**src/rtl/sof_bit_extractor.sv**
```systemverilog
module sof_bit_extractor #(
  parameter int DEPTH = 40,
  parameter int SW    = 8,
  localparam int AW   = $clog2(DEPTH),
  localparam int OW   = SW - 3,
  localparam int PW   = SW + 1
) (
  input  logic          clk,
  input  logic          rst_n,
  input  logic          start,
  input  logic          fsk_mode,
  input  logic [SW-1:0] req_size,
  output logic [AW-1:0] rd_addr,
  input  logic [7:0]    rd_data,
  input  logic [7:0]    rd_valid,
  output logic          wr_en,
  output logic [OW-1:0] wr_addr,
  output logic [7:0]    wr_data,
  output logic          done,
  output logic          found,
  output logic [SW-1:0] remain
);

  typedef enum logic [1:0] {IDLE, SEEK, RUN} st_t;

  st_t           st;
  logic          fsk;
  logic [SW-1:0] cnt;
  logic [SW-1:0] nb;
  logic [PW-1:0] pos;
  logic [7:0]    acc;

  logic          ask_hit;
  logic [2:0]    ask_pos;

  always_comb begin
    ask_hit = 1'b0;
    ask_pos = 3'd0;
    for (int i = 6; i >= 0; i--) begin
      if (!rd_valid[7-i]) begin
        ask_hit = 1'b1;
        ask_pos = 3'(i);
      end
    end
  end

  wire       pat_hi   = (rd_data[7:4] == 4'b0101) && (rd_valid[7:4] == 4'b0000);
  wire       pat_lo   = (rd_data[6:3] == 4'b0101) && (rd_valid[6:3] == 4'b0000);
  wire       hit      = fsk ? (pat_hi | pat_lo) : ask_hit;
  wire [2:0] spos     = fsk ? (pat_hi ? 3'd3 : 3'd4) : ask_pos;
  wire       start_ok = hit && rd_data[~spos];

  wire       bit_d    = rd_data[~pos[2:0]];
  wire       bit_v    = rd_valid[~pos[2:0]];
  wire       stop     = (cnt == '0) || bit_v;
  wire [7:0] acc_n    = {bit_d, acc[7:1]};
  wire [3:0] shamt    = 4'd8 - {1'b0, nb[2:0]};

  assign rd_addr = (st == RUN) ? AW'(pos >> 3) : '0;

  always_ff @(posedge clk) begin
    if (!rst_n) begin
      st      <= IDLE;
      fsk     <= 1'b0;
      cnt     <= '0;
      nb      <= '0;
      pos     <= '0;
      acc     <= '0;
      wr_en   <= 1'b0;
      wr_addr <= '0;
      wr_data <= '0;
      done    <= 1'b0;
      found   <= 1'b0;
      remain  <= '0;
    end else begin
      wr_en <= 1'b0;
      done  <= 1'b0;
      case (st)
        IDLE: if (start) begin
          cnt <= req_size;
          fsk <= fsk_mode;
          st  <= SEEK;
        end
        SEEK: if (start_ok) begin
          pos <= PW'(spos) + PW'(1);
          nb  <= '0;
          acc <= '0;
          st  <= RUN;
        end else begin
          done   <= 1'b1;
          found  <= 1'b0;
          remain <= cnt;
          st     <= IDLE;
        end
        RUN: if (stop) begin
          done   <= 1'b1;
          found  <= 1'b1;
          remain <= cnt;
          st     <= IDLE;
          if (nb[2:0] != 3'd0) begin
            wr_en   <= 1'b1;
            wr_addr <= nb[SW-1:3];
            wr_data <= acc >> shamt;
          end
        end else begin
          acc <= acc_n;
          pos <= pos + PW'(1);
          cnt <= cnt - SW'(1);
          nb  <= nb + SW'(1);
          if (nb[2:0] == 3'd7) begin
            wr_en   <= 1'b1;
            wr_addr <= nb[SW-1:3];
            wr_data <= acc_n;
          end
        end
        default: st <= IDLE;
      endcase
    end
  end

endmodule

```
**config.mk**
```make
export PLATFORM = sky130hd
export DESIGN_NAME = sof_bit_extractor
export DESIGN_NICKNAME = d
export VERILOG_FILES = /design/src/rtl/sof_bit_extractor.sv
export SDC_FILE = /design/constraint.sdc
export NUM_CORES = 1
export LEC_CHECK = 0
export BUFFER_PORTS_ARGS = -buffer_cell sky130_fd_sc_hd__buf_2
export CORE_ASPECT_RATIO = 0.9
export CORE_MARGIN = 1
export CORE_UTILIZATION = 35
export CTS_BUF_LIST = sky130_fd_sc_hd__clkbuf_8
export DETAILED_ROUTE_END_ITERATION = 12
export GPL_TIMING_DRIVEN = 0
export PLACE_DENSITY = 0.59
export SYNTH_ARGS = -nofsm -noshare
export SYNTH_HDL_FRONTEND = slang
export SYNTH_SLANG_ARGS = --single-unit
```
**constraint.sdc**
```tcl
create_clock -name clk -period 3.32 [get_ports clk]
set_input_delay 0.166 -clock clk [delete_from_list [all_inputs] [get_ports clk]]
set_output_delay 0.166 -clock clk [all_outputs]
set_load 0.005 [all_outputs]
```
**Word level (Yosys, flattened, before mapping)**

Index checks and enable logic that the tools add are counted.
W data, S select, Z words.

- Flip-flop bits (word level): 60
- Latch bits: 0
- Memory bits (writable): 0
- Bits in read-only memories: 0
- Bits of input ports: 28
- Output and inout bits: 30
- Logic and storage cells: 110
- Memories: 0

- Add/subtract/negate cells: 5
- Multipliers: 0
- Divide/modulo/power cells: 0
- Magnitude comparators: 2
- Equality and inequality tests: 11
- Shifts and indexed selects: 1
- Mux-type cells: 57
- Bitwise operators: 3
- Reductions and logical operators: 19

Operator list:

| cell | count |
|---|---|
| $mux W8 | 10 |
| $pmux W8 S2 | 4 |
| $mux W3 | 9 |
| $mux W1 | 18 |
| $mux W9 | 2 |
| $pmux W9 S2 | 1 |
| $mux W5 | 3 |
| $reduce_and A3 Y1 | 4 |
| $ne A2 B2 Y1 const B | 5 |
| $add A9 B1 Y9 const B | 1 |
| $bmux W1 S3 | 3 |
| $add A8 B1 Y8 const B | 1 |
| $eq A4 B3 Y1 const B | 2 |
| $logic_not A4 Y1 | 2 |
| $logic_not A8 Y1 | 1 |
| $lt A3 B4 Y1 const B | 2 |
| $shr A8 B4 Y8 | 1 |
| $sub A8 B1 Y8 const B | 1 |
| $mux W2 | 3 |
| $mux W6 | 1 |
| $not A3 Y3 | 2 |
| $pmux W2 S3 | 1 |
| $reduce_and A2 Y1 | 3 |
| $reduce_bool A2 Y1 | 3 |
| other kinds (12) | 15 |

**Longest topological paths before layout**

Gate-level depths: netlist of run 1.

- Depth after elaboration: 14
- Mapped depth: 12
- Mapped depth without buffers: 10

**Worst setup path after synthesis of run 1**

Ideal clock, no wire load.

- Kind: register -> register
- Start point: reg nb[0]
- End point: reg wr_data[1]
- Arrival time: 2.440 ns
- Data required time: 3.181 ns
- Slack: 0.741 ns
- Stages on the path, launching flop included: 13
- Path buffers: 3
- Clock period less this slack: 2.579 ns
- Path through: dfxtp_1 clkbuf_1 clkbuf_1 inv_1 ha_1 clkbuf_1 mux2i_1 nor2_1 a21oi_1 mux2_2 nor2_1 mux2i_1 a211oi_2

- Cells in the longest elaborated chain, start to end: 4

RTL lines:

| what | RTL line | RTL |
|---|---|---|
| from (decl) | 29 | `logic [SW-1:0] nb;` |
| from (signal assigned) | 109 | `nb <= nb + SW'(1);` |
| $sub A4 B3 Y4 | 57 | `wire [3:0] shamt = 4'd8 - {1'b0, nb[2:0]};` |
| $shr A8 B4 Y8 | 103 | `wr_data <= acc >> shamt;` |
| $mux W8 | 100 | `if (nb[2:0] != 3'd0) begin` |
| $mux W8 | 95 | `RUN: if (stop) begin` |
| to (signal assigned) | 103 |  |
| to (signal assigned) | 113 | `wr_data <= acc_n;` |
| to (decl) | 18 | `output logic [7:0] wr_data,` |

Several ways; a longest one is shown, not always the timed one. The select of a mux whose other input is x is not followed.
A chain may end at the register's enable or synchronous reset.

**Worst setup path in the final report of run 1**

- Start point: reg nb[0]
- End point: reg wr_data[2]

Same word-level chain as after synthesis.

==> results of run 1 <==
-- metal layers --
metal	up-vias	track usage (%)
met4	0	4.923
li1	1773	-
met2	86	30.96
met3	13	3.367
met5	-	0
met1	1665	24.94
-- cell families (layout without fill, tap and decap cells) --
group,Yosys count,count (layout),share of synthesized area (%)
AO/OA/AOI/OAI,117,117,23.70
adder cells (fa/ha/maj),10,10,3.279
XOR/XNOR,1,1,0.2296
buffers and inverters,48,118,6.131
multiplexers,35,35,10.62
AND/OR/NAND/NOR,178,178,24.56
flip-flops,60,60,31.48
-- cell type report --
type / count / area, µm²
Buffer: 30 / 163.9
Clock buffer: 11 / 151.4
Clock inverter: 4 / 72.57
Fill cell: 1042 / 5944
Inverter: 17 / 66.31
Multi-Input combinational cell: 341 / 2381
Sequential cell: 60 / 1201
Tap cell: 129 / 161.4
Timing Repair Buffer: 56 / 280.3
-- Yosys cell counts, types with 2 or more instances --
master    number
dfxtp_1       60
nand2_1       51
nor2_1        37
a21oi_1       31
mux2i_1       27
nand3_1       23
clkbuf_1      18
inv_1         14
a22oi_1       13
a211oi_1      10
and2_1        10
ha_1          10
nor3_1        10
nand4_1        9
o21ai_0        9
a31oi_1        8
or2_2          6
a211oi_2       5
buf_2          5
buf_6          5
o32ai_2        5
and3_1         4
mux2_2         4
mux4_2         4
nor2b_1        4
a21boi_2       3
nand2b_1       3
o211ai_1       3
o21ai_1        3
or3_1          3
a21bo_1        2
a21boi_1       2
a21o_1         2
a41o_1         2
buf_4          2
nor4_1         2
nor4b_4        2
o21bai_1       2
o22a_1         2
o22ai_1        2
or3_4          2
-- per-stage QoR --
step	power [µW]	cell area (µm²)	util (%)	worst slack, ns	hold slack, ns
after CTS	1987	4482	43.00	0.2790	0.07928
after floorplan	1104	3816	-	0.7415	0.3135
after global routing	2067	4478	42.97	0.05901	0.09884
final	1970	4478	42.97	0.3700	0.08213
after detailed placement	1224	4258	40.85	0.2933	0.4398
after global placement	1213	4258	40.85	0.3294	0.4301
-- worst reg2reg max path: stages, from the launching register on --
cell      delay [ns]
dfxtp_1         0.33
clkbuf_1        0.38
clkbuf_1        0.38
inv_1           0.09
ha_1            0.59
mux2_2          0.41
nor2_1          0.09
a211oi_1        0.06
a21oi_1         0.14
nor3_1          0.06
a21oi_1         0.18
a211oi_2        0.09
-- sequential cells by signal, indices dropped and copies added, names as in the netlist --
name	flops
wr_en	1
cnt	8
wr_data	8
remain	8
fsk	1
found	1
wr_addr	5
acc	8
done	1
st	2
pos	9
nb	8
-- timing repair --
action | in CTS | in global routing
endpoints found under the setup margin | 0 | 2
hold endpoints to repair | 0 | 0
hold buffers | 0 | 0
setup buffers | 0 | 0
-- where the power goes --
group	switching [µW]	leakage, µW	total (µW)	internal, µW
logic	259	0.00112	436	177
clock network	303	0.000111	762	458
registers	27.5	0.000486	772	745
total	590	0.00172	1970	1380
-- final timing paths --
path	startpoint	endpoint	cells past startpoint
setup / recovery	nb[0]	wr_data[2]	11
hold / removal	fsk_mode	fsk	3
setup reg to reg	nb[0]	wr_data[2]	11
hold reg to reg	remain[5]	remain[5]	2
==> results.txt, run 1 <==
The worst setup path is captured at a register. Data on the critical path arrives at its endpoint at 3.15 ns. The routed length on met2 is about 4.7 mm.

The clock buffer count from CTS came out at 9. The highest clock frequency the design can meet is around 340 MHz. After detailed routing, the wire length on met1 is about 4.9 mm. The aggregate negative setup slack is 0 ns. The number of hold-slack violations in the final timing report came out at 0.

Dividing total power by cell area gives a power density of ~440 nW/µm². The net count of the finished layout is 553. The remaining antenna violation count came out at 0.

Signal routing reaches up to met4. The post-synthesis average cell area came out at around 8.5 µm². Buffers placed on the I/O ports in this run total 56. The initial antenna violation count came to 0. The via count of the first global-routing pass came to 3367.

Setup violations remaining at the end of the flow were counted as 0. The final non-filler cell total is 648. The total clock sinks is 60. The peak per-stage delay on the critical path came out at 0.59 ns. The TritonCTS clock tree is built. The final period demand of the worst path came out at 2.950 ns.

The count of unresolved DRC violations after routing is 0. STA classifies the critical path startpoint as a register. The area of the mapped netlist is between 3000 and 4000 µm². The synthesized design spends more area on one cell type than any other, namely dfxtp_1.

CTS placed an instance of clkbuf_8 at the clock tree root. The height of the die came out at a little over 100 µm. The full die area is 11330 µm². Headroom to the max-slew limit came out at 52.29%. Entering global routing, the biggest net connects 11 pins. The routed layout has around 3500 vias. The first global-routing pass estimated ~17 mm of wire. The number of pins exceeding their max-slew limit in the final report came out at 0. The wire length per cell came out at 15.51 µm. The share of the yosys chip area belonging to registers is 31.48%. Among all stages on the critical path, the largest delay is contributed by ha_1. The clock slew seen by the registers of the worst setup and hold paths came out at 0.07 ns. The library cells used most frequently in the layout, excluding fill and tap cells, are 61 x buf_2, 60 x dfxtp_1, 51 x nand2_1. The top cell type's share of synthesized area is a little under a third. For this block, the routed nets add up to 10.05 mm of wire. The initial standard-cell utilization of the core came out at between 30% and 40%. The number of violations of the max-capacitance limit came out at 0.

The count of different cell masters after synthesis is between 70 and 80. The peak supply drop is 237.5 µV. In this run the core area contains 35 standard-cell rows. The worst-skew pair later-pin latency came out at 0.34 ns. In the routed layout, each cell is associated on average with a via count of 5.458. The length of routed met3 wiring came out at 410 µm.

The detailed-router iteration count before antenna repair came out at 4. At the end of routability-driven placement, the weighted congestion stood at 0.8457. The run finished with clean final reports. Yosys printed 0 warnings. Ranked by total cell area, the synthesized netlist is headed by dfxtp_1 31%, mux2i_1 7.1%, nand2_1 5.0%. The HPWL after detailed placement is 7.256 mm. The leakage power summed over all cells came out at about 0.0017 µW. The slew of the pin with the lowest slew margin came out at 0.7157 ns. Dividing the final minimum period by the clock period gives 88.85%.

The reg2reg setup slack came out at 0.37 ns. The area growth from synthesis to final layout is 17.34%. The critical-path maximum fanout came out at 13. The fraction of final layout cells sized beyond drive strength 1 came out at 24.86%.

The critical path contains buffers and inverters numbering 3 combined. In this run the number of H-tree levels came out at 3. At the worst endpoint, the required time is 3.52 ns.

The count of routing violations after the opening detailed-route iteration is 173. The post-cts sizing count is 0. The total overflow left after global routing is 0. Grouping stages by cell kind, the critical path spends the most delay in buffers and inverters. 58 I/O pins were placed.

Setup repair after global routing left no endpoint under its margin. The predominant post-synthesis flop cell is dfxtp_1. The repair_antennas step left the layout with diodes totalling 0. The share of async-settable or async-resettable flops after synthesis came out at 0%. The register bit count reported by yosys came out at 60. Leaving out fill and tap cells, the most frequent cell in the layout is buf_2. The clock skew came out at 0.007021 ns. The path type of the worst min-delay path is input port to register.

The width of the die came out at 112.1 µm. The type of the worst setup path is register to register. The synthesized netlist cell count came out at 449. The post-placement cell count came out at 634.

The buffer levels on the longest clock path is 2. The number of enable flip-flop cells after synthesis came out at 0. The global-route total usage across every layer came out at 18.63%. Walking the worst path, the cells encountered are clkbuf_1 > clkbuf_1 > inv_1 > ha_1 > mux2_2 > nor2_1 > a211oi_1 > a21oi_1 > nor3_1 > a21oi_1 > a211oi_2. The number of nets produced by synthesis is 487.

The core region is about 10000 µm².
No activity file was read; power rests on OpenSTA's default activity.
==> inputs of run 2 (changes only) <==
- CORE_UTILIZATION: 35 -> 31
- PLACE_DENSITY: 0.59 -> 0.54
==> run 2 against run 1 <==
Net effect: first-iteration DRC count is 5.2% higher; sequential power hardly changed; routed wire length is 3.8% higher; sequential cell count stayed put; clock skew hardly changed; highest routed layer unchanged; critical path type unchanged; maximum frequency hardly changed; final cell count is 4.9% higher.
==> results.txt, run 2 (same netlist as run 1, synthesis figures left out) <==
The number of setup buffers added after CTS came out at 0. STA puts the critical path data required time at 3.52 ns. The height of the die came out at 107.3 µm. The repair_antennas step left the layout with diodes totalling 0.

The floorplan step defined a die boundary enclosing 12760 µm². The signal arrival time at the worst endpoint came out at 3.15 ns. The number of pins exceeding their max-slew limit in the final report was 0. The peak per-stage delay on the critical path is 0.60 ns. The via count of the first global-routing pass is 3469. Counting flops per register, the top entry is pos.

For the finished layout, the period the worst path requires is 2.949 ns. The type of the worst setup path is register to register. After global routing the overflow that remains totals 0.

For this run, design rule violations remaining after detail routing come to 0. Leaving out fill and tap cells, the most frequent cell in the layout is buf_2. The power density of the placed cells came out at 420.8 nW/µm². In this run, the number of DRC markers left after iteration 0 of detailed routing was 182. The wire length per cell came out at ~15 µm. The leakage power summed over all cells is 0.001715 µW. The number of fillers in the final layout came out at 1254. The fraction of final layout cells sized beyond drive strength 1 is 25.00%. The total length of routed wires is 10.43 mm. The tightest hold path in the finished design has a slack of 0.06988 ns. The first global-routing pass estimated 17.53 mm of wire. The largest net degree at the start of global routing came out at 11. Walking the worst path, the cells encountered are clkbuf_1 > clkbuf_1 > inv_1 > ha_1 > mux2_2 > nor2_1 > a21oi_1 > a21oi_1 > nor3_1 > a21oi_1 > a211oi_2.

The total vias in the final route is around 3600. Setup violations remaining at the end of the flow were counted as 0. The clock buffer count from CTS came out at 9.

The category of the worst setup path launch point is a register. The layout net count is ~550. The register with the most flip-flops in the layout has 9 of them.

The worst-case IR drop observed on VDD is 247.1 µV. The remaining antenna violation count is 0. At the end of routability-driven placement, the weighted congestion stood at 0.8110. After clock tree synthesis, the clock-pin slew on the worst setup and hold paths is around 0.070 ns. Between clock sinks in the finished design, the worst skew comes to around 0.007 ns. The slowest stage of the critical path belongs to the cell ha_1.

The worst-skew pair later-pin latency came out at 0.35 ns. The total of buffers placed on input and output ports is 56. Based on the critical path, the design can be clocked at up to 339.1 MHz. The TritonCTS clock tree is built. The width of the die came out at 119.0 µm. Along the worst path, the maximum fanout reaches 13.

The buffer levels on the longest clock path came out at 2. The number of core rows came out at 38. Summed over all nets, the half-perimeter wirelength after detailed placement is roughly 7.6 mm. The aggregate negative setup slack came out at 0 ns. For this configuration, the core starts out at a cell density of 31.72%. Using the TritonRoute via totals, the vias-per-cell ratio works out to about 5.2. Setup repair after global routing left no endpoint under its margin. In the layout the commonest cells are 61 x buf_2, 60 x dfxtp_1, 51 x nand2_1. The number of I/O pins is a little under 60. After floorplanning, the core was sized to cover 12030 µm². The final cycle utilization of the critical path came out at 88.84%. The area growth from synthesis to final layout came out at 17.77%. After routing the design area is roughly 4500 µm². At the pin with the least slew margin, the transition time is 0.7123 ns. The type of destination of the critical path is a register. The initial antenna violation count came out at 0. The flow ran to the end, and the final reports show no timing, DRC or antenna violations.

The detailed-router iteration count before antenna repair is 4. In this run the clock root is driven by a clkbuf_8. The number of violations of the max-capacitance limit is 0. The global-route total usage across every layer is between 15 and 20%. The number of hold-slack violations in the final timing report came to 0. In this run the worst hold path is classified as input port to register.

CTS built an H-tree with a depth of 3. The total of hold buffers inserted after clock tree synthesis is 0. Once the clock tree was built, the resizer swapped 0 gates to a different size.

The most numerous cell type found on the critical path is a21oi_1. The standard cell area after detailed placement came out at 4297 µm². The tightest slew margin relative to the limit came out at 52.31%.

The total clock sinks came out at 60.
[run 2: cell count changes in the layout (fill, tap and decap cells not counted), sizes merged]
cell and change:
clkinv +3, bufinv -1, clkinvlp -1
[run 2: metrics by stage]
step	std cells	total power [µW]	worst slack (ns)	util (%)
after global placement	665	1217	0.3486	35.72
after detailed placement	665	1226	0.3378	35.72
final	680	1891	0.3706	37.36
after floorplan	449	1104	0.7415	-
after CTS	681	1924	0.3114	37.39
after global routing	680	1996	0.06545	37.36
[run 2: metal layers]
layer / GRT usage [%] / part of all wire [%]
met5: 0 / 0
met4: 6.691 / 1.8
met3: 3.867 / 4.1
met2: 28.99 / 47
met1: 22.26 / 47
[run 2: report_power, final]
group          internal, µW  switching, µW
Clock                   382            301
Sequential              745           28.7
Combinational           177            257
Total                  1300            587
[run 2: worst paths after layout]
kind              slack [ns]  startpoint    endpoint  cells past startpoint
setup reg to reg        0.37       nb[0]  wr_data[0]                     11
hold reg to reg         0.46   remain[7]   remain[7]                      2
setup / recovery        0.37       nb[0]  wr_data[0]                     11
hold / removal          0.07    fsk_mode         fsk                      3
[run 2: critical path: cells and delay by family, from the launching register on]
kind / cells / cell delay, ns
AOI/OAI and AO/OA: 4 / 0.49
buffers and inverters: 3 / 0.83
adders and majority gates: 1 / 0.60
and+or+nand+nor: 2 / 0.15
muxes: 1 / 0.41
DFF: 1 / 0.33
[run 2: final cells by class]
cell class | count | area, µm² | area share (%)
clock buffers | 11 | 151.4 | 3.369
inverters | 17 | 66.31 | 1.476
well taps | 160 | 200.2 | 4.454
plain buffers | 30 | 163.9 | 3.647
clock inverters | 5 | 50.05 | 1.114
flip-flops and latches | 60 | 1201 | 26.73
repair buffers | 56 | 280.3 | 6.236
multi-input cells | 341 | 2381 | 52.98
==> inputs of run 3 (changes only) <==
- CORE_ASPECT_RATIO: 0.9 -> default
==> run 3 against run 2 <==
Net effect: non-clock buffer count did not move; largest cell class unchanged; hold slack improved by 0.0063 ns; clock skew rose by 0.0060 ns; largest power group unchanged; critical path type unchanged.
==> results.txt, run 3 (same netlist as run 1, synthesis figures left out) <==
The run finished with clean final reports. The ratio of routed vias to standard cells came out at 5.385. The buffer levels on the longest clock path came out at 2. The die covers 12760 µm². The type of the worst setup path is register to register. In this run the critical register-to-register path is launched from nb[0]. The number of H-tree levels came out at 3. The aggregate negative setup slack is 0 ns. The top cell types in the final layout, fill and taps aside, are 61 x buf_2, 60 x dfxtp_1, 51 x nand2_1. Dividing total power by cell area gives a power density of 436.3 nW/µm². The global-route total usage across every layer came out at between 15 and 20%. Once detailed placement completed, the half-perimeter wirelength came to 7.542 mm. The total power after layout came out at 1960 µW. The highest clock frequency the design can meet came out at 338.2 MHz.

Cells with a size suffix above 1 make up 24.81% of the layout. The clock reaches the later pin of the worst-skew pair after 0.36 ns. The total of hold buffers inserted after clock tree synthesis came out at 0. The clock buffer count from CTS came out at 9. The count of unresolved DRC violations after routing came out at 0. Setup repair after global routing left no endpoint under its margin.

The core region is roughly 12000 µm². The peak supply drop is 250.9 µV. The tightest min-delay check is of the input port to register type.

The count of routing violations after the opening detailed-route iteration came out at approximately 200. Counting I/O delays and the setup requirement, the final critical path takes 2.957 ns. The aggregate global routing overflow is 0. The register with the most flip-flops in the layout has 9 of them. The number of core rows is 40. The remaining antenna violation count is 0. The number of antenna repair diodes is 0. After layout, the worst setup slack is 0.3629 ns.

The clock slew seen by the registers of the worst setup and hold paths is 0.07 ns. The number of hold-slack violations in the final timing report came out at 0. The worst reg2reg path endpoint is wr_data[0].

Cells fill roughly 37% of the core in the end. The initial standard-cell utilization of the core came out at 31.77%. The initial antenna violation count is 0. For the final database, setup skew stands at 0.01297 ns.

The cell depth of the worst flop-to-flop path is 11. The total length of routed wires came out at 10.45 mm. The TritonCTS clock tree is built. The placement-stage worst setup slack is between 0.3 and 0.4 ns. During placement, the flow inserted port buffers numbering 56. The height of the die is roughly 110 µm.

The congestion estimate from routability-driven global placement came to ~0.8. The number of setup buffers added after CTS is 0. The post-cts sizing count came out at 0.

The pre-antenna-repair detailed-routing pass consisted of 5 iterations. The total clock sinks is 60. The critical path ends at wr_data[0]. The most common library cell in the layout ignoring fill and taps is buf_2. The number of pins exceeding their max-slew limit in the final report is 0. The filler cells instantiated in the layout total 1258. The routed layout has roughly 3600 vias.

The global-route wire length before repair is about 17 mm. The leakage power summed over all cells came out at 0.001713 µW. The data required time of the worst path came out at 3.53 ns.

The most critical setup path has its startpoint at nb[0]. The signal arrival time at the worst endpoint is 3.17 ns. The final layout contains roughly 550 nets. The number of failing setup endpoints in the final timing report is 0. The number of violations of the max-capacitance limit came out at 0. The worst setup path is launched from a register. The worst setup path is captured at a register. The largest net degree at the start of global routing is 12. The critical-path maximum fanout is 13. The final cycle utilization of the critical path is between 80% and 90%.

The wire length per cell came out at ~16 µm. Relative to the synthesized area, the layout overhead comes to 17.74%. The reg2reg setup slack came out at 0.36 ns. The tightest slew margin relative to the limit came out at between 50 and 60%. The die is 113.0 µm wide. The via count of the first global-routing pass came to approximately 3500. The number of I/O pins came out at 58.

The tree is rooted in a clkbuf_8. Ranked by flip-flop count, first place goes to pos. The slew of the pin with the lowest slew margin came out at 0.7085 ns.
run 3: cell count changes in the layout (fill, tap and decap cells not counted):
| cell | delta |
|---|---|
| clkinvlp_4 | +2 |
| clkinv_4 | +1 |
| clkinv_2 | -3 |
| clkbuf_8 | -2 |
| inv_1 | +1 |
| bufinv_16 | +1 |
run 3: layer usage:
layer	vias up	global-route usage [%]	routed length, µm
met3	15	3.428	436
met1	1735	20.88	4607
met2	75	30.08	5240
li1	1767	-	-
met4	0	5.000	160
met5	-	0	0
run 3: worst min-delay path by stage:
| stage | start | to | cells after the start |
|---|---|---|---|
| after floorplan | fsk_mode | fsk | 2 |
| after global placement | fsk_mode | fsk | 3 |
| after detailed placement | fsk_mode | fsk | 3 |
| after CTS | fsk_mode | fsk | 3 |
| after global routing | fsk_mode | fsk | 3 |
| final | fsk_mode | fsk | 3 |
run 3: area by class of cell:
cell class	instances	area, µm²	share of cell area [%]
plain buffers	30	163.9	3.648
clock buffers	9	123.9	2.757
clock inverters	7	92.59	2.061
inverters	17	66.31	1.476
multi-input cells	341	2381	52.99
flip-flops and latches	60	1201	26.73
well taps	147	183.9	4.094
repair buffers	56	280.3	6.238
run 3: metrics by stage:
stage | cell area [µm²] | cells | hold WS (ns)
6_report | 4493 | 667 | 0.07616
3_3_place_gp | 4280 | 652 | 0.4364
3_5_place_dp | 4280 | 652 | 0.4432
2_1_floorplan | 3816 | 449 | 0.3135
4_1_cts | 4497 | 668 | 0.06773
5_1_grt | 4493 | 667 | 0.07689
run 3: critical path: stages, from the launching register on:
cell	delay (ns)
dfxtp_1	0.33
clkbuf_1	0.37
clkbuf_1	0.37
inv_1	0.08
ha_1	0.60
mux2_2	0.41
nor2_1	0.09
a21oi_1	0.06
a21oi_1	0.18
nor3_1	0.06
a21oi_1	0.17
a211oi_2	0.08
run 3: where the power goes:
group          switching [µW]  total, µW  leakage [µW]  internal [µW]
clock network             329        749      0.000107            420
registers                28.1        772      0.000486            744
logic                     262        439       0.00112            177
